**src/rtl/dse_pkg.sv**
```systemverilog
package dse_pkg;
  localparam int WORD_W_DEF = 16;

  typedef struct packed {
    logic shift;    // rising serial edge inside a frame
    logic loadOut;  // update the output bit
    logic clear;    // synchronous clear request
  } dseStrobe_t;
endpackage

```
**src/rtl/dse_ctrl.sv**
```systemverilog
module dse_ctrl
  import dse_pkg::*;
(
  input  logic       clk,
  input  logic       rstN,
  input  logic       clrN,
  input  logic       sclk,
  input  logic       csN,
  input  logic       din,
  input  logic       modeSel,
  output dseStrobe_t strobes,
  output logic       dinS,
  output logic       modeAct
);
  logic sclkQ, sclkQQ, csQ, csQQ, modeQ;
  logic rise, fall, frameStart, modeNow;

  always_ff @(posedge clk or negedge rstN) begin
    if (!rstN) begin
      sclkQ  <= 1'b0;
      sclkQQ <= 1'b0;
      csQ    <= 1'b1;
      csQQ   <= 1'b1;
      dinS   <= 1'b0;
      modeQ  <= 1'b0;
    end else begin
      sclkQ  <= sclk;
      sclkQQ <= sclkQ;
      csQ    <= csN;
      csQQ   <= csQ;
      dinS   <= din;
      modeQ  <= modeSel;
    end
  end

  assign frameStart = csQQ & ~csQ;
  assign modeNow    = frameStart ? modeQ : modeAct;

  always_ff @(posedge clk or negedge rstN) begin
    if (!rstN)           modeAct <= 1'b0;
    else if (!clrN)      modeAct <= 1'b0;
    else if (frameStart) modeAct <= modeQ;
  end

  assign rise = sclkQ & ~sclkQQ & ~csQ;
  assign fall = ~sclkQ & sclkQQ & ~csQ;

  always_comb begin
    strobes.clear   = ~clrN;
    strobes.shift   = rise;
    strobes.loadOut = modeNow ? rise : fall;
  end
endmodule

```
**src/rtl/dse_shift.sv**
```systemverilog
module dse_shift
  import dse_pkg::*;
#(
  parameter int WORD_W = WORD_W_DEF
) (
  input  logic              clk,
  input  logic              rstN,
  input  dseStrobe_t        strobes,
  input  logic              dinS,
  output logic [WORD_W-1:0] srWord,
  output logic              dout
);
  localparam int MSB = WORD_W - 1;

  logic [WORD_W-1:0] srNext;

  assign srNext = strobes.shift ? {srWord[MSB-1:0], dinS} : srWord;

  always_ff @(posedge clk or negedge rstN) begin
    if (!rstN) begin
      srWord <= '0;
      dout   <= 1'b0;
    end else if (strobes.clear) begin
      srWord <= '0;
      dout   <= 1'b0;
    end else begin
      srWord <= srNext;
      if (strobes.loadOut) dout <= srNext[MSB];
    end
  end
endmodule

```
**src/rtl/dse_echo_out.sv**
```systemverilog
module dse_echo_out
  import dse_pkg::*;
#(
  parameter int WORD_W = WORD_W_DEF
) (
  input  logic clk,
  input  logic rstN,
  input  logic clrN,
  input  logic sclk,
  input  logic csN,
  input  logic din,
  input  logic modeSel,
  output logic dout
);
  dseStrobe_t        strobes;
  logic              dinS;
  logic              modeAct;
  logic [WORD_W-1:0] srWord;

  dse_ctrl ctrl_i (
    .clk(clk), .rstN(rstN), .clrN(clrN), .sclk(sclk), .csN(csN),
    .din(din), .modeSel(modeSel), .strobes(strobes), .dinS(dinS),
    .modeAct(modeAct)
  );

  dse_shift #(.WORD_W(WORD_W)) shift_i (
    .clk(clk), .rstN(rstN), .strobes(strobes), .dinS(dinS),
    .srWord(srWord), .dout(dout)
  );
endmodule

```
**config.mk**
```make
export PLATFORM = sky130hd
export DESIGN_NAME = dse_echo_out
export DESIGN_NICKNAME = d
export VERILOG_FILES = /design/src/rtl/dse_pkg.sv /design/src/rtl/dse_ctrl.sv /design/src/rtl/dse_shift.sv /design/src/rtl/dse_echo_out.sv
export SDC_FILE = /design/constraint.sdc
export NUM_CORES = 1
export LEC_CHECK = 0
export CORE_UTILIZATION = 63
export CTS_CLUSTER_DIAMETER = 200
export DETAILED_ROUTE_END_ITERATION = 6
export DONT_BUFFER_PORTS = 1
export GPL_ROUTABILITY_DRIVEN = 0
export PLACE_DENSITY_LB_ADDON = 0.25
export SKIP_CTS_REPAIR_TIMING = 1
export SYNTH_ARGS = -nofsm -noshare
export SYNTH_HDL_FRONTEND = slang
export SYNTH_SLANG_ARGS = --single-unit
export TNS_END_PERCENT = 100
```
**constraint.sdc**
```tcl
create_clock -name clk -period 3 [get_ports clk]
set_input_delay 0.15 -clock clk [delete_from_list [all_inputs] [get_ports clk]]
set_output_delay 0.15 -clock clk [all_outputs]
set_load 0.05 [all_outputs]
```
==> summary.md, run 1 <==
| Metric | Value |
|---|---|
| H-tree depth | `1` |
| Clk_skew | `0.00120 ns` |
| I/O Buffers | `0` |
| Largest family of logic cells by synthesized area | `simple AND/OR/NAND/NOR gates` |
| Fill cell count | `86` |
| Starting utilization of the core area | `a little over two thirds` |
| Nets | `around 100` |
| Post-detail-place hpwl | `948 µm` |
| Maximum vdd drop | `0.361 mV` |
| XOR/XNOR Fraction of Synth Area | `0%` |
| Core region area | `0.00137 mm²` |
| Layout cell share with drive strength beyond 1 | `between 10% and 20%` |
| Worst setup SP type | `register` |
| Area delta synth->final | `13.0%` |
| Crit path max fanout | `17` |
| Drc violations | `0` |
| Post-synth EDFFs | `0` |
| Vias in the first global route | `479` |
| Final cell count without fillers | `110` |
| First-pass DRT Iterations | `4` |
| Worst Hold Class | `in2async` |
| Grt ovf | `0` |
| Clock slew at reported path FFs | `~0.13 ns` |
| FFs w/ async S/R, synth | `100%` |
| Synth top area share | `57.4%` |
| Worst slew pin tran | `~0.54 ns` |
| Die height | `41.0 µm` |
| Number of routed nets with antenna violations | `0` |
| Synth area leaders | `dfrtp_1 57%, a21boi_0 13%, nand2_1 13%` |
| Final-report setup violation count | `0` |
| CP endpoint kind | `register` |
| Cts bufs inserted | `3` |
| Die X | `41.0 µm` |
| Initial antenna violation count | `0` |
| Die ar. | `0.00168 mm²` |
| Syn Nets | `94` |
| Synth Warn # | `0` |
| CP arrival | `1.91 ns` |
| Final Max Slew Viols | `0` |
| Cell taking the most area after synthesis | `dfrtp_1` |
| CP Class | `reg2reg` |
| Clock latency at the later pin of the worst-skew pair | `0.30 ns` |
| Data required, critical path | `roughly 3.2 ns` |
| Top_reg_cell synth | `dfrtp_1` |
| WL per Instance | `13.6 µm` |
| Max-Cap Viols | `0` |
| Global-route wire length before repair | `2010 µm` |
| Yosys cell types | `16` |
| Final wirelength | `between 1000 and 1500 µm` |
| Fin crit share | `roughly 57%` |
| Complex-gate fraction of the synthesized area | `between 10% and 20%` |
| Max Buffers Root-to-Sink | `2` |
| Post-Place Cells | `99` |
| Clock root buffer | `clkbuf_4` |
| Final hold violation count | `0` |
| GR Util All Layers | `19.3%` |
| Pwr dens | `~500 mW/mm²` |
| Most frequent cell after synthesis | `nand2_1` |
| Post-synth top cells | `32 x nand2_1, 22 x dfrtp_1, 16 x a21boi_0` |
| Status | `completed` |
| Maximum clock frequency | `0.587 GHz` |
| Sink Count | `24` |
| Rows | `13` |
| Via Count | `between 500 and 600` |
| DR iter-0 viols | `6` |
| I/O pins | `8` |
| Leak pwr | `0.454 nW` |
| Fraction of the mapped netlist area in adder cells | `0%` |
| Number of diodes | `0` |
| Worst slew margin | `64.0%` |
| CTS tree | `built` |
| Mapped Area | `~960 µm²` |
| Mean area per synthesized cell | `11.0 µm²` |
| Yosys reg bits | `24` |
| Gate count of the mapped netlist | `87` |
| Synth Area in Simple Gates | `18.4%` |
| Pin count of the biggest net entering global routing | `25` |
| Mux share of post-synthesis cell area | `3.26%` |
| RSZ-0062 raised after global routing | `false` |
| Via/cell ratio | `roughly 5.4` |
| Final Critical Period | `1.70 ns` |
| Setup_tns | `0 ns` |
| Register area share after synthesis | `62.8%` |
-- state kept, by name, summed over array words and instances, names as in the netlist --
register / count
shift_i.srWord: 16
ctrl_i.csQ: 1
ctrl_i.csQQ: 1
ctrl_i.dinS: 1
ctrl_i.modeAct: 1
ctrl_i.modeQ: 1
ctrl_i.sclkQ: 1
ctrl_i.sclkQQ: 1
shift_i.dout: 1
-- cell usage in the layout, fill, tap and decap left out, drive strengths merged, types with 2 or more instances in the layout --
cell type	instances
mux2i	2
dfstp	2
nor3b	2
nand2	32
dlygate4sd3	6
a21boi	16
buf	2
clkbuf	4
dfrtp	22
-- worst paths after layout --
path                                 to  depth (start not counted)  slack, ns  startpoint
max in group asynchronous    ctrl_i.csQ                          2       2.53        rstN
min reg2reg                 ctrl_i.csQQ                          0       0.41  ctrl_i.csQ
min in group clk             ctrl_i.csQ                          1       0.38         csN
max                        shift_i.dout                          3       1.30  ctrl_i.csQ
min                        ctrl_i.modeQ                          2       0.26        rstN
max reg2reg                shift_i.dout                          3       1.30  ctrl_i.csQ
-- worst max-delay path, stage by stage (launching register included) --
cell      delay (ns)
dfstp_2         0.41
or3b_1          0.60
or3_1           0.44
o2111a_1        0.15
-- cell type report --
type                       instances  area, µm²  share of cell area [%]
sequential                        24        603                    55.6
multi-input combinational         59        339                    31.3
timing repair buffer               8       87.6                    8.07
clock buffer                       4       36.3                    3.34
tap                               15       18.8                    1.73
-- stage by stage --
step / setup slack (ns) / area [µm²] / power (mW) / hold slack, ns / util, %
detailed placement: 1.29 / 968 / 0.360 / -0.145 / 70.9
finish: 1.30 / 1080 / 0.537 / 0.258 / 79.4
global placement: 1.34 / 968 / 0.359 / -0.145 / 70.9
global route: 1.24 / 1080 / 0.556 / 0.260 / 79.4
CTS: 1.28 / 1000 / 0.521 / -0.488 / 73.5
floorplan: 1.54 / 960 / 0.358 / -0.146 / -
-- where the power goes --
part | switching, mW | internal [mW]
Sequential | 0.00725 | 0.331
Clock | 0.0918 | 0.0740
Combinational | 0.0172 | 0.0164
Total | 0.116 | 0.421
-- kinds of logic (layout without fill, tap and decap cells) --
logic type	count (synthesis)	count (layout)
flip-flops	24	24
AO/OA/AOI/OAI	17	17
AND/OR/NAND/NOR	39	39
buffers and inverters	4	12
multiplexers	3	3
-- per-layer routing --
| layer | GRT usage [%] | wire length [µm] | vias to the layer above |
|---|---|---|---|
| li1 | - | - | 303 |
| met3 | 3.80 | 40 | 2 |
| met2 | 28.9 | 667 | 7 |
| met4 | 12.5 | 14 | 0 |
| met1 | 25.5 | 777 | 280 |
| met5 | 0 | 0 | - |
Power figures use the tool's default switching activity.
==> run 2: changes to the inputs <==
Settings changed: CORE_UTILIZATION 63 to 59.
Clock period 3 ns to 1.68 ns, I/O delays scaled along.
==> run 2 against run 1 <==
Net effect: clock power increased by 54%; combinational power increased by 85%; worst setup slack lost 1.2 ns; global-route usage fell by 0.93 points; first-iteration DRC count fell by 17%; utilization is 7.5 points lower; clock skew increased by 0.0028 ns; largest power group unchanged.
==> summary.md, run 2 (synthesis gave the netlist of run 1 again) <==
| Metric | Value |
|---|---|
| Die X | `42.3 µm` |
| First-pass DRT Iterations | `4` |
| Vias in the first global route | `530` |
| Maximum clock frequency | `0.649 GHz` |
| Worst slew margin | `between 60 and 70%` |
| CP endpoint kind | `register` |
| Worst slew pin tran | `approximately 0.51 ns` |
| Worst setup SP type | `register` |
| Crit path max fanout | `3` |
| H-tree depth | `1` |
| Family with the most delay on the worst path | `multiplexers` |
| Clock root buffer | `clkbuf_4` |
| Critical-path cell list | `mux2i_1, mux2_2, o2111a_1` |
| Via/cell ratio | `5.29` |
| Die ar. | `0.00179 mm²` |
| Max incr delay on CP | `0.56 ns` |
| Reg-to-reg endpoint | `shift_i.dout` |
| Nets | `104` |
| Rows | `14` |
| Clock latency at the later pin of the worst-skew pair | `0.31 ns` |
| Commonest non-fill, non-tap cell in the layout | `nand2_1` |
| Core region area | `0.00151 mm²` |
| Final hold violation count | `0` |
| Status | `completed` |
| Final Util | `71.9%` |
| Post-route cell area | `0.00108 mm²` |
| Global-route wire length before repair | `2440 µm` |
| Grt ovf | `0` |
| Clock slew at reported path FFs | `roughly 0.12 ns` |
| Final Max Slew Viols | `0` |
| GR Util All Layers | `18.4%` |
| Max-Cap Viols | `0` |
| WL per Instance | `13.7 µm` |
| Pin count of the biggest net entering global routing | `25` |
| Maximum vdd drop | `0.632 mV` |
| Die height | `~42 µm` |
| CP arrival | `1.75 ns` |
| Power Total | `0.921 mW` |
| Number of diodes | `0` |
| Reg2Reg Depth | `3` |
| Setup_tns | `0 ns` |
| Placed inst area | `977 µm²` |
| RR Startpoint | `ctrl_i.csQQ` |
| Via Count | `between 500 and 600` |
| Starting utilization of the core area | `63.7%` |
| Sink Count | `24` |
| CP Class | `reg2reg` |
| Drc violations | `0` |
| Worst path bufs/invs | `0` |
| CTS tree | `built` |
| Final wirelength | `1540 µm` |
| Fin crit share | `between 90% and 100%` |
| Layout cell share with drive strength beyond 1 | `10.4%` |
| Clk_skew | `0.00396 ns` |
| Number of routed nets with antenna violations | `0` |
| Initial antenna violation count | `0` |
| Cts bufs inserted | `3` |
| Reg2reg setup slack | `0.14 ns` |
| Post-detail-place hpwl | `984 µm` |
| I/O pins | `8` |
| Max Buffers Root-to-Sink | `2` |
| Max reg flops | `16` |
| Slowest-stage cell, CP | `dfstp_2` |
| Final Critical Period | `1.54 ns` |
| Pwr dens | `850 mW/mm²` |
| Final-report setup violation count | `0` |
| Top reg by flops | `shift_i.srWord` |
| Leak pwr | `roughly 0.45 nW` |
| Worst hold slack | `0.182 ns` |
| Commonest non-fill, non-tap cells in the layout | `32 x nand2_1, 22 x dfrtp_1, 16 x a21boi_0` |
| Worst Hold Class | `in2async` |
| DR iter-0 viols | `5` |
| RSZ-0062 raised after global routing | `false` |
| I/O Buffers | `0` |
| Data required, critical path | `1.89 ns` |
| Area delta synth->final | `12.9%` |
| Fill cell count | `117` |
==> run 2: layout make-up <==
cell class	instances	area (µm²)	share of cell area (%)
timing repair buffer	9	95.1	8.78
clock buffer	4	26.3	2.42
sequential	24	603	55.7
multi-input combinational	59	339	31.3
tap	16	20.0	1.85
==> run 2: power by group <==
group / internal [mW] / switching, mW / total (mW)
sequential: 0.590 / 0.0131 / 0.603
combinational: 0.0304 / 0.0318 / 0.0622
clock: 0.0926 / 0.163 / 0.256
==> run 2: per-stage QoR <==
stage | setup WS [ns] | cells
after floorplan | 0.223 | 87
after global placement | 0.210 | 101
after detailed placement | 0.156 | 101
after CTS | 0.150 | 105
after global routing | 0.0711 | 112
final | 0.139 | 112
==> run 2: worst max path at each step <==
stage,startpoint,depth (start not counted),endpoint
after floorplan,ctrl_i.csQ,4,shift_i.dout
after CTS,ctrl_i.csQQ,3,shift_i.dout
final,ctrl_i.csQQ,3,shift_i.dout
after global placement,ctrl_i.csQQ,3,shift_i.dout
after detailed placement,ctrl_i.csQQ,3,shift_i.dout
after global routing,ctrl_i.csQQ,3,shift_i.dout
==> run 2: layer usage <==
metal | vias to the layer above | part of all wire, % | GRT usage [%]
met5 | - | 0 | 0
met3 | 2 | 2.5 | 2.59
met4 | 0 | 0.91 | 7.50
li1 | 305 | - | -
met1 | 278 | 53 | 30.3
met2 | 8 | 44 | 24.3
==> run 2: worst reg2reg max path, stage by stage (launching register included) <==
cell      delay (ns)
dfstp_2         0.56
mux2i_1         0.28
mux2_2          0.37
o2111a_1        0.23
